### src/rtl/alu_lit_pkg.sv
package alu_lit_pkg;

    localparam int OPC_W = 5;

    typedef enum logic [2:0] {
        OP_NONE,
        OP_MOV,
        OP_OR,
        OP_AND,
        OP_XOR,
        OP_RETL,
        OP_SUB,
        OP_ADD
    } lit_op_e;

    typedef enum logic {
        ST_IDLE,
        ST_DONE
    } res_state_e;

    typedef struct packed {
        logic z;
        logic c;
        logic dc;
    } flags_t;

endpackage

### src/rtl/alu_lit_decode.sv
module alu_lit_decode
    import alu_lit_pkg::*;
(
    input  logic [OPC_W-1:0] opc,
    output lit_op_e          op
);

    always_comb begin
        unique case (opc)
            5'b11000: op = OP_MOV;
            5'b11001: op = OP_OR;
            5'b11010: op = OP_AND;
            5'b11011: op = OP_XOR;
            5'b11100: op = OP_RETL;
            5'b11101: op = OP_SUB;
            5'b11111: op = OP_ADD;
            default:  op = OP_NONE;
        endcase
    end

endmodule

### src/rtl/alu_lit_arith.sv
module alu_lit_arith #(
    parameter int DATA_W = 8,
    parameter int HALF_W = 4
) (
    input  logic [DATA_W-1:0] lit,
    input  logic [DATA_W-1:0] acc,
    input  logic              sub,
    output logic [DATA_W-1:0] sum,
    output logic              carry,
    output logic              half_carry
);

    localparam int HI_W = DATA_W - HALF_W;

    logic [DATA_W-1:0] opnd;
    logic [HALF_W:0]   lo_sum;
    logic [HI_W:0]     hi_sum;

    // subtract as k + ~A + 1: carry out means no borrow
    assign opnd = sub ? ~acc : acc;

    always_comb begin
        lo_sum = {1'b0, lit[HALF_W-1:0]} + {1'b0, opnd[HALF_W-1:0]}
               + {{HALF_W{1'b0}}, sub};
        hi_sum = {1'b0, lit[DATA_W-1:HALF_W]} + {1'b0, opnd[DATA_W-1:HALF_W]}
               + {{HI_W{1'b0}}, lo_sum[HALF_W]};
    end

    assign sum        = {hi_sum[HI_W-1:0], lo_sum[HALF_W-1:0]};
    assign carry      = hi_sum[HI_W];
    assign half_carry = lo_sum[HALF_W];

endmodule

### src/rtl/alu_lit_logic.sv
module alu_lit_logic
    import alu_lit_pkg::*;
#(
    parameter int DATA_W = 8
) (
    input  lit_op_e           op,
    input  logic [DATA_W-1:0] lit,
    input  logic [DATA_W-1:0] acc,
    output logic [DATA_W-1:0] res
);

    always_comb begin
        unique case (op)
            OP_OR:   res = lit | acc;
            OP_AND:  res = lit & acc;
            OP_XOR:  res = lit ^ acc;
            default: res = lit;
        endcase
    end

endmodule

### src/rtl/alu_lit_unit.sv
module alu_lit_unit
    import alu_lit_pkg::*;
#(
    parameter int DATA_W  = 8,
    parameter int INSTR_W = 13
) (
    input  logic               clk,
    input  logic               rst_n,
    input  logic               in_valid,
    input  logic [INSTR_W-1:0] instr,
    input  logic [DATA_W-1:0]  acc_i,
    input  logic               z_i,
    input  logic               c_i,
    input  logic               dc_i,
    output logic               out_valid,
    output logic               out_hit,
    output logic [DATA_W-1:0]  acc_o,
    output logic               z_o,
    output logic               c_o,
    output logic               dc_o
);

    localparam int HALF_W = DATA_W / 2;

    lit_op_e           op;
    logic [DATA_W-1:0] lit;
    logic [DATA_W-1:0] arith_res;
    logic [DATA_W-1:0] logic_res;
    logic              arith_c;
    logic              arith_dc;
    logic [DATA_W-1:0] nxt_acc;
    flags_t            flg_in;
    flags_t            nxt_flg;
    logic              nxt_hit;
    res_state_e        state_q;
    res_state_e        state_d;
    flags_t            flg_q;
    logic [DATA_W-1:0] acc_q;
    logic              hit_q;

    assign lit    = instr[DATA_W-1:0];
    assign flg_in = '{z: z_i, c: c_i, dc: dc_i};

    alu_lit_decode u_dec (
        .opc (instr[INSTR_W-1 -: OPC_W]),
        .op  (op)
    );

    alu_lit_arith #(.DATA_W(DATA_W), .HALF_W(HALF_W)) u_arith (
        .lit        (lit),
        .acc        (acc_i),
        .sub        (op == OP_SUB),
        .sum        (arith_res),
        .carry      (arith_c),
        .half_carry (arith_dc)
    );

    alu_lit_logic #(.DATA_W(DATA_W)) u_logic (
        .op  (op),
        .lit (lit),
        .acc (acc_i),
        .res (logic_res)
    );

    // per-opcode result and flag write selection
    always_comb begin
        nxt_acc = acc_i;
        nxt_flg = flg_in;
        nxt_hit = 1'b1;
        unique case (op)
            OP_MOV, OP_RETL: begin
                nxt_acc = logic_res;
            end
            OP_OR, OP_AND, OP_XOR: begin
                nxt_acc   = logic_res;
                nxt_flg.z = (logic_res == '0);
            end
            OP_SUB, OP_ADD: begin
                nxt_acc    = arith_res;
                nxt_flg.z  = (arith_res == '0);
                nxt_flg.c  = arith_c;
                nxt_flg.dc = arith_dc;
            end
            OP_NONE: begin
                nxt_hit = 1'b0;
            end
        endcase
    end

    // next state
    always_comb begin
        unique case (state_q)
            ST_IDLE: state_d = in_valid ? ST_DONE : ST_IDLE;
            ST_DONE: state_d = in_valid ? ST_DONE : ST_IDLE;
        endcase
    end

    // state register
    always_ff @(posedge clk or negedge rst_n) begin
        if (!rst_n) state_q <= ST_IDLE;
        else        state_q <= state_d;
    end

    // result registers
    always_ff @(posedge clk or negedge rst_n) begin
        if (!rst_n) begin
            acc_q <= '0;
            flg_q <= '0;
            hit_q <= 1'b0;
        end else if (in_valid) begin
            acc_q <= nxt_acc;
            flg_q <= nxt_flg;
            hit_q <= nxt_hit;
        end
    end

    assign out_valid = (state_q == ST_DONE);
    assign out_hit   = hit_q;
    assign acc_o     = acc_q;
    assign z_o       = flg_q.z;
    assign c_o       = flg_q.c;
    assign dc_o      = flg_q.dc;

    // ---------------- assertions ----------------
    logic is_keep_all;
    logic is_logic_op;
    logic is_add;
    logic is_foreign;
    assign is_keep_all = (instr[INSTR_W-1 -: OPC_W] == 5'b11000)
                      || (instr[INSTR_W-1 -: OPC_W] == 5'b11100);
    assign is_logic_op = (instr[INSTR_W-1 -: 3] == 3'b110)
                      && (instr[INSTR_W-4 -: 2] != 2'b00);
    assign is_add      = (instr[INSTR_W-1 -: OPC_W] == 5'b11111);
    assign is_foreign  = !instr[INSTR_W-1]
                      || (instr[INSTR_W-1 -: OPC_W] == 5'b11110);

    p_latency_r2: assert property (@(posedge clk) disable iff (!rst_n)
        in_valid |=> out_valid);

    p_hold_r10: assert property (@(posedge clk) disable iff (!rst_n)
        !in_valid |=> !out_valid && $stable(acc_o) && $stable(out_hit)
                      && $stable({z_o, c_o, dc_o}));

    p_keep_flags_r3: assert property (@(posedge clk) disable iff (!rst_n)
        in_valid && is_keep_all |=> out_hit && acc_o == $past(lit)
            && {z_o, c_o, dc_o} == $past({z_i, c_i, dc_i}));

    p_logic_flags_r4: assert property (@(posedge clk) disable iff (!rst_n)
        in_valid && is_logic_op |=> {c_o, dc_o} == $past({c_i, dc_i})
            && z_o == (acc_o == '0));

    p_add_carry_r5: assert property (@(posedge clk) disable iff (!rst_n)
        in_valid && is_add |=>
            c_o == $past(({1'b0, lit} + {1'b0, acc_i}) >> DATA_W));

    p_foreign_r9: assert property (@(posedge clk) disable iff (!rst_n)
        in_valid && is_foreign |=> !out_hit && acc_o == $past(acc_i)
            && {z_o, c_o, dc_o} == $past({z_i, c_i, dc_i}));

endmodule

### config.mk
export PLATFORM = sky130hd
export DESIGN_NAME = alu_lit_unit
export DESIGN_NICKNAME = d
export VERILOG_FILES = /design/src/rtl/alu_lit_pkg.sv /design/src/rtl/alu_lit_decode.sv /design/src/rtl/alu_lit_arith.sv /design/src/rtl/alu_lit_logic.sv /design/src/rtl/alu_lit_unit.sv
export SDC_FILE = /design/constraint.sdc
export NUM_CORES = 1
export LEC_CHECK = 0
export ABC_AREA = 1
export ABC_CLOCK_PERIOD_IN_PS = 1700
export BUFFER_PORTS_ARGS = -buffer_cell sky130_fd_sc_hd__buf_4
export CAP_MARGIN = 20
export CORE_UTILIZATION = 30
export DETAILED_ROUTE_END_ITERATION = 6
export GPL_ROUTABILITY_DRIVEN = 0
export PLACE_DENSITY = 0.47
export SYNTH_ARGS = -nofsm -noshare
export SYNTH_HDL_FRONTEND = slang
export SYNTH_HIERARCHICAL = 1
export SYNTH_SLANG_ARGS = --single-unit
### constraint.sdc
create_clock -name clk -period 1.7 [get_ports clk]
set_input_delay 0.34 -clock clk [delete_from_list [all_inputs] [get_ports clk]]
set_output_delay 0.34 -clock clk [all_outputs]
set_load 0.01 [all_outputs]
**Word level (Yosys, flattened, before mapping)**

Index checks and enable logic that the tools add are counted.

- Eq/ne operators: 14
- Reductions and logical operators: 6
- Multiplexer cells: 8
- $add $sub $neg: 4
- Bitwise operators: 4

Operators by type and width:

| operator | number |
|---|---|
| $eq 5x5->1 const B | 7 |
| $pmux 8 s3 | 1 |
| $pmux 3 s7 | 1 |
| $logic_not 8->1 | 2 |
| $pmux 8 s2 | 1 |
| $eq 3x3->1 const B | 4 |
| $add 4x4->5 | 2 |
| $add 5x1->5 | 2 |
| $and 8x8->8 | 1 |
| $mux 8 | 1 |
| $not 8->8 | 1 |
| $or 8x8->8 | 1 |
| $xor 8x8->8 | 1 |
| $eq 3x2->1 const B | 2 |
| $reduce_or 5->1 | 1 |
| $eq 3x1->1 const B | 1 |
| $logic_not 3->1 | 1 |
| $reduce_or 3->1 | 1 |
| $mux 1 | 2 |
| $mux 2 | 1 |
| $pmux 1 s2 | 1 |
| $reduce_or 2->1 | 1 |

- Register bits: 13
- Output and inout port bits: 13
- Input bits: 27
- Word-level logic and storage cells: 42

**Longest topological paths before layout**

- Depth after elaboration: 9
- Mapped depth: 25
- Depth with buffers taken out: 24

**By module**

The synthesis kept the hierarchy.

Modules (own cells, without submodules):

| module | instances | sequential area each (µm²) | area an instance (µm²) | cells each |
|---|---|---|---|---|
| alu_lit_unit | 1 | 325.3 | 765.7 | 121 |
| alu_lit_logic | 1 | 0.0 | 590.6 | 96 |
| alu_lit_arith | 1 | 0.0 | 390.4 | 57 |
| alu_lit_decode | 1 | 0.0 | 81.3 | 20 |

**Worst setup path after synthesis**

OpenSTA, ideal clock, no wires.

- Path type: input-to-reg
- Start: input instr[12]
- End: register flg_q, in the netlist z_o
- Setup time: 0.077 ns
- Data required time: 1.623 ns
- Buffers on the path: 1
- Arrival time: 3.119 ns
- Stages: 21
- Slack: -1.496 ns
- Cell sequence: nand2_1 > nor2_1 > nand2_1 > nand2_1 > nand2_2 > nor2_1 > buf_6 > inv_2 > nand2_2 > nand2_1 > fa_1 > inv_1 > a31oi_1 > fa_1 > inv_1 > fa_1 > nor2_1 > nand2_1 > nor2_1 > nor2_1 > a21oi_1

- Word-level cells in the longest chain between the ends: 9
- Elaborated cells between the ends (all ways): 24
- Those cells by class: add/sub: 4; eq/ne: 12; mux: 4; reduce/logical: 4

RTL lines:

| item | line | text |
|---|---|---|
| from (decl) | alu_lit_unit.sv:10 | `input logic [INSTR_W-1:0] instr,` |
| $eq 5x5->1 (on tied branches) | -- |  |
| $pmux 3 s7 * | alu_lit_decode.sv:9 | `unique case (opc)` |
| net op[1] | alu_lit_unit.sv:25 | `lit_op_e op;` |
| $eq 3x3->1 * | alu_lit_unit.sv:52 | `.sub (op == OP_SUB),` |
| $mux 8 | alu_lit_arith.sv:20 | `assign opnd = sub ? ~acc : acc;` |
| $add 4x4->5 | alu_lit_arith.sv:23 | `lo_sum = {1'b0, lit[HALF_W-1:0]} + {1'b0, opnd[HALF_W-1:0]}` |
| $add 5x1->5 | alu_lit_arith.sv:24 | `+ {{HALF_W{1'b0}}, sub};` |
| $add 5x1->5 * | alu_lit_arith.sv:26 | `+ {{HI_W{1'b0}}, lo_sum[HALF_W]};` |
| net arith_res[5] | alu_lit_unit.sv:27 | `logic [DATA_W-1:0] arith_res;` |
| $logic_not 8->1 * | alu_lit_unit.sv:80 | `nxt_flg.z = (arith_res == '0);` |
| $pmux 1 s2 * | alu_lit_unit.sv:70 | `unique case (op)` |
| to (signal assigned) | alu_lit_unit.sv:112 | `flg_q <= nxt_flg;` |
| to (decl) | alu_lit_unit.sv:37 | `flags_t flg_q;` |

Mark *: on every way through the listed nets, which the timed path passes. The rest lies on a longest branch.
A chain may end at the register's enable or synchronous reset.

**Worst setup path after layout**

Ends and elaborated chain as after synthesis.

==> summary.md <==
| Metric | Value |
|---|---|
| Most used routing layer | `met2` |
| Final worst slack | `-1120 ps` |
| Most common cell after layout, fill and taps aside | `buf_4` |
| Clock sinks | `13` |
| #FFs+latches synth | `13` |
| Cts bufs inserted | `3` |
| ANT nets after route | `0` |
| CP required | `1870 ps` |
| Worst slew margin | `0.815` |
| Final instance area | `2910 sq um` |
| Period utilization | `1.66` |
| Cell row count | `28` |
| WL final | `5510 um` |
| I/O Buffers | `39` |
| PwrDens | `503 nW/um^2` |
| GRT met2 Usage | `0.316` |
| Worst r2r src | `c_o` |
| Floorplan Core Area | `5890 sq um` |
| Leakage | `1.61 nW` |
| Critical-path cell list | `buf_6 -> nand2_8 -> nor2_4 -> nand2_1 -> nand2_4 -> nand2_4 -> nor2_4 -> xor2_1 -> ha_1 -> nand2_1 -> nand2_2 -> a31oi_4 -> fa_2 -> inv_2 -> fa_2 -> xor2_2 -> nor2_1 -> nand3_1 -> nor2_1 -> nor2_1 -> a21oi_1` |
| Post-Syn Nets | `346` |
| Placed Instance Area | `2580 sq um` |
| Reg-to-reg endpoint | `c_o` |
| RSZ-0062 raised after global routing | `yes` |
| Final non-filler cell total | `between 400 and 500` |
| WS Path Type | `in2reg` |
| Grt total ovfl | `0` |
| Slowest stage delay, CP | `370 ps` |
| Vias in the first global route | `1942` |
| Yosys top cell by area | `dfrtp_1` |
| Mapped cell area | `1830 sq um` |
| Clk root buf | `clkbuf_8` |
| Total area of sequential cells | `325 sq um` |
| CTS clk-pin slew, worst paths | `roughly 50 ps` |
| Top-area cell type share of the netlist area | `0.178` |
| Worst reg2reg setup slack | `roughly 1100 ps` |
| Slowest-stage cell, CP | `fa_2` |
| Critical path's top delay family | `simple AND/OR/NAND/NOR gates` |
| CTS Buffer Depth | `2` |
| Fmax | `0.355 GHz` |
| Total power | `about 1.5 mW` |
| Wire length per cell | `12.0 um` |
| Area Overhead vs Synth | `59.2%` |
| Warnings from Yosys | `6` |
| Pre-CTS setup slack | `-1520 ps` |
| Final slew viol count | `0` |
| Ant. Diodes | `0` |
| Crit-path max FO | `4` |
| Min-delay worst type | `in2reg` |
| Share of post-route cells with drive strength above 1 | `0.386` |
| Clock skew | `0 ps` |
| Drt drc | `0` |
| Post-route minimum period | `2820 ps` |
| CP startpoint kind | `input port` |
| Die X | `80.1 um` |
| Nets | `436` |
| Initial Utilization | `0.311` |
| Worst setup path endpoint | `z_o` |
| H-tree level count | `1` |
| Most frequent CP cell | `nor2_1` |
| CTS tree | `yes` |
| Max_cap viols | `0` |
| First-pass GRT wire length | `about 8700 um` |
| R2r worst-path depth | `2` |
| Gr usage total | `0.173` |
| Drt first pass iters | `4` |
| Area of the multi-input gates | `1500 sq um` |
| Worst Tran Pin Value | `278 ps` |
| Setup violators final | `11` |
| Status | `finished with violations` |
| Detailed Place HPWL | `4230 um` |
| Buf/Inv on CP | `2` |
| Fill count | `616` |
| Met1 Use GR | `0.218` |
| Violated checks | `setup timing` |
| Via-to-Cell Ratio | `roughly 4.6` |
| Register area share after synthesis | `0.178` |
| Util after Layout | `0.494` |
| Crit. End Element | `register` |
| Crit path depth | `21` |
| Initial antenna violation count | `0` |
| Most frequent cells in the layout | `78 x buf_4, 61 x nor2_1, 57 x nand2_1, 37 x inv_1, 25 x nand3_1` |
| Cells after DPL | `about 440` |
| DRT iter0 DRCs | `88` |
| Largest net degree at the start of global routing | `26` |
| Synth cell types | `25` |
| Fin. Hold Viols | `0` |
| Die height | `80.1 um` |
| Mean area per synthesized cell | `6.22 sq um` |
| Clock Latency Late Sink | `240 ps` |
| IO Pins | `40` |
| Die ar. | `6410 sq um` |
| Hold_sp | `dc_i` |
| M3 GR Usage | `0.0227` |
| Largest cells by area after synthesis | `dfrtp_1 18%, ha_1 15%, nand2_1 14%` |
| Mapped Cells | `294` |
| DR vias | `2099` |
| Beginning of the critical path | `instr[12]` |
| Worst vdd ir | `roughly 380 uV` |
| Critical Path AT | `2980 ps` |
==> metrics by stage <==
stage | hold WS (ps) | setup TNS [ps]
2_1_floorplan | 44.4 | -7810
3_3_place_gp | 195 | -11130
3_5_place_dp | 193 | -11680
4_1_cts | 365 | -7260
5_1_grt | 377 | -9260
6_report | 365 | -7570
==> how the worst min path moves through the flow <==
| stage | depth (start not counted) | endpoint |
|---|---|---|
| final | 3 | dc_o |
| after global placement | 1 | acc_o[5] |
| after CTS | 1 | out_valid |
| after detailed placement | 1 | acc_o[5] |
| after global routing | 1 | out_valid |
| after floorplan | 0 | acc_o[0] |
==> final cells by class <==
cell class	count	share of cell area
Inverter	48	0.0628
Clock buffer	4	0.0155
Timing Repair Buffer	92	0.262
Tap cell	75	0.0322
Sequential cell	13	0.112
Multi-Input combinational cell	226	0.515
==> cell usage after synthesis (all sizes together) <==
| library cell | instances |
|---|---|
| nand2 | 73 |
| xnor2 | 3 |
| nor2 | 69 |
| o21bai | 1 |
| fa | 3 |
| buf | 6 |
| a31oi | 3 |
| xor2 | 6 |
| nand3 | 31 |
| inv | 48 |
| nand3b | 1 |
| dfrtp | 13 |
| clkbuf | 1 |
| nand4 | 8 |
| ha | 22 |
| o21ai | 1 |
| a21oi | 5 |
==> kinds of logic (layout without fill, tap and decap cells) <==
group           after synthesis  after routing  share of synthesized area
buf+inv                      55            144                      0.133
fa+ha+maj                    25             25                      0.183
compound gates               10             10                     0.0308
flops                        13             13                      0.178
simple gates                182            182                      0.431
xor+xnor                      9              9                     0.0431
==> worst reg2reg max path, delay by kind of cell (launching register included) <==
| kind | cells | cell delay, ps |
|---|---|---|
| simple gates | 1 | 90 |
| flops | 1 | 380 |
| compound gates | 1 | 50 |
==> report_power, final <==
group / switching [mW] / total, mW / internal (mW)
logic: 0.413 / 0.822 / 0.409
clock network: 0.106 / 0.272 / 0.165
registers: 0.0218 / 0.371 / 0.349
total: 0.541 / 1.46 / 0.923
==> state kept, by name, indices dropped and copies added (netlist names) <==
register / cells
acc_o: 8
c_o: 1
out_hit: 1
z_o: 1
dc_o: 1
out_valid: 1
==> per-layer routing <==
layer | part of all wire | vias to the layer above
li1 | - | 1086
met1 | 0.45 | 971
met2 | 0.51 | 36
met3 | 0.029 | 6
met4 | 0.012 | 0
met5 | 0 | -
==> what timing repair did <==
action	4_1_cts	5_1_grt
setup buffers	6	5
setup endpoints to repair	11	11
pin swaps	6	24
hold buffers	1	0
endpoints found under the hold margin	13	0
resized for setup	17	30
(Power assumes the default switching activity.)
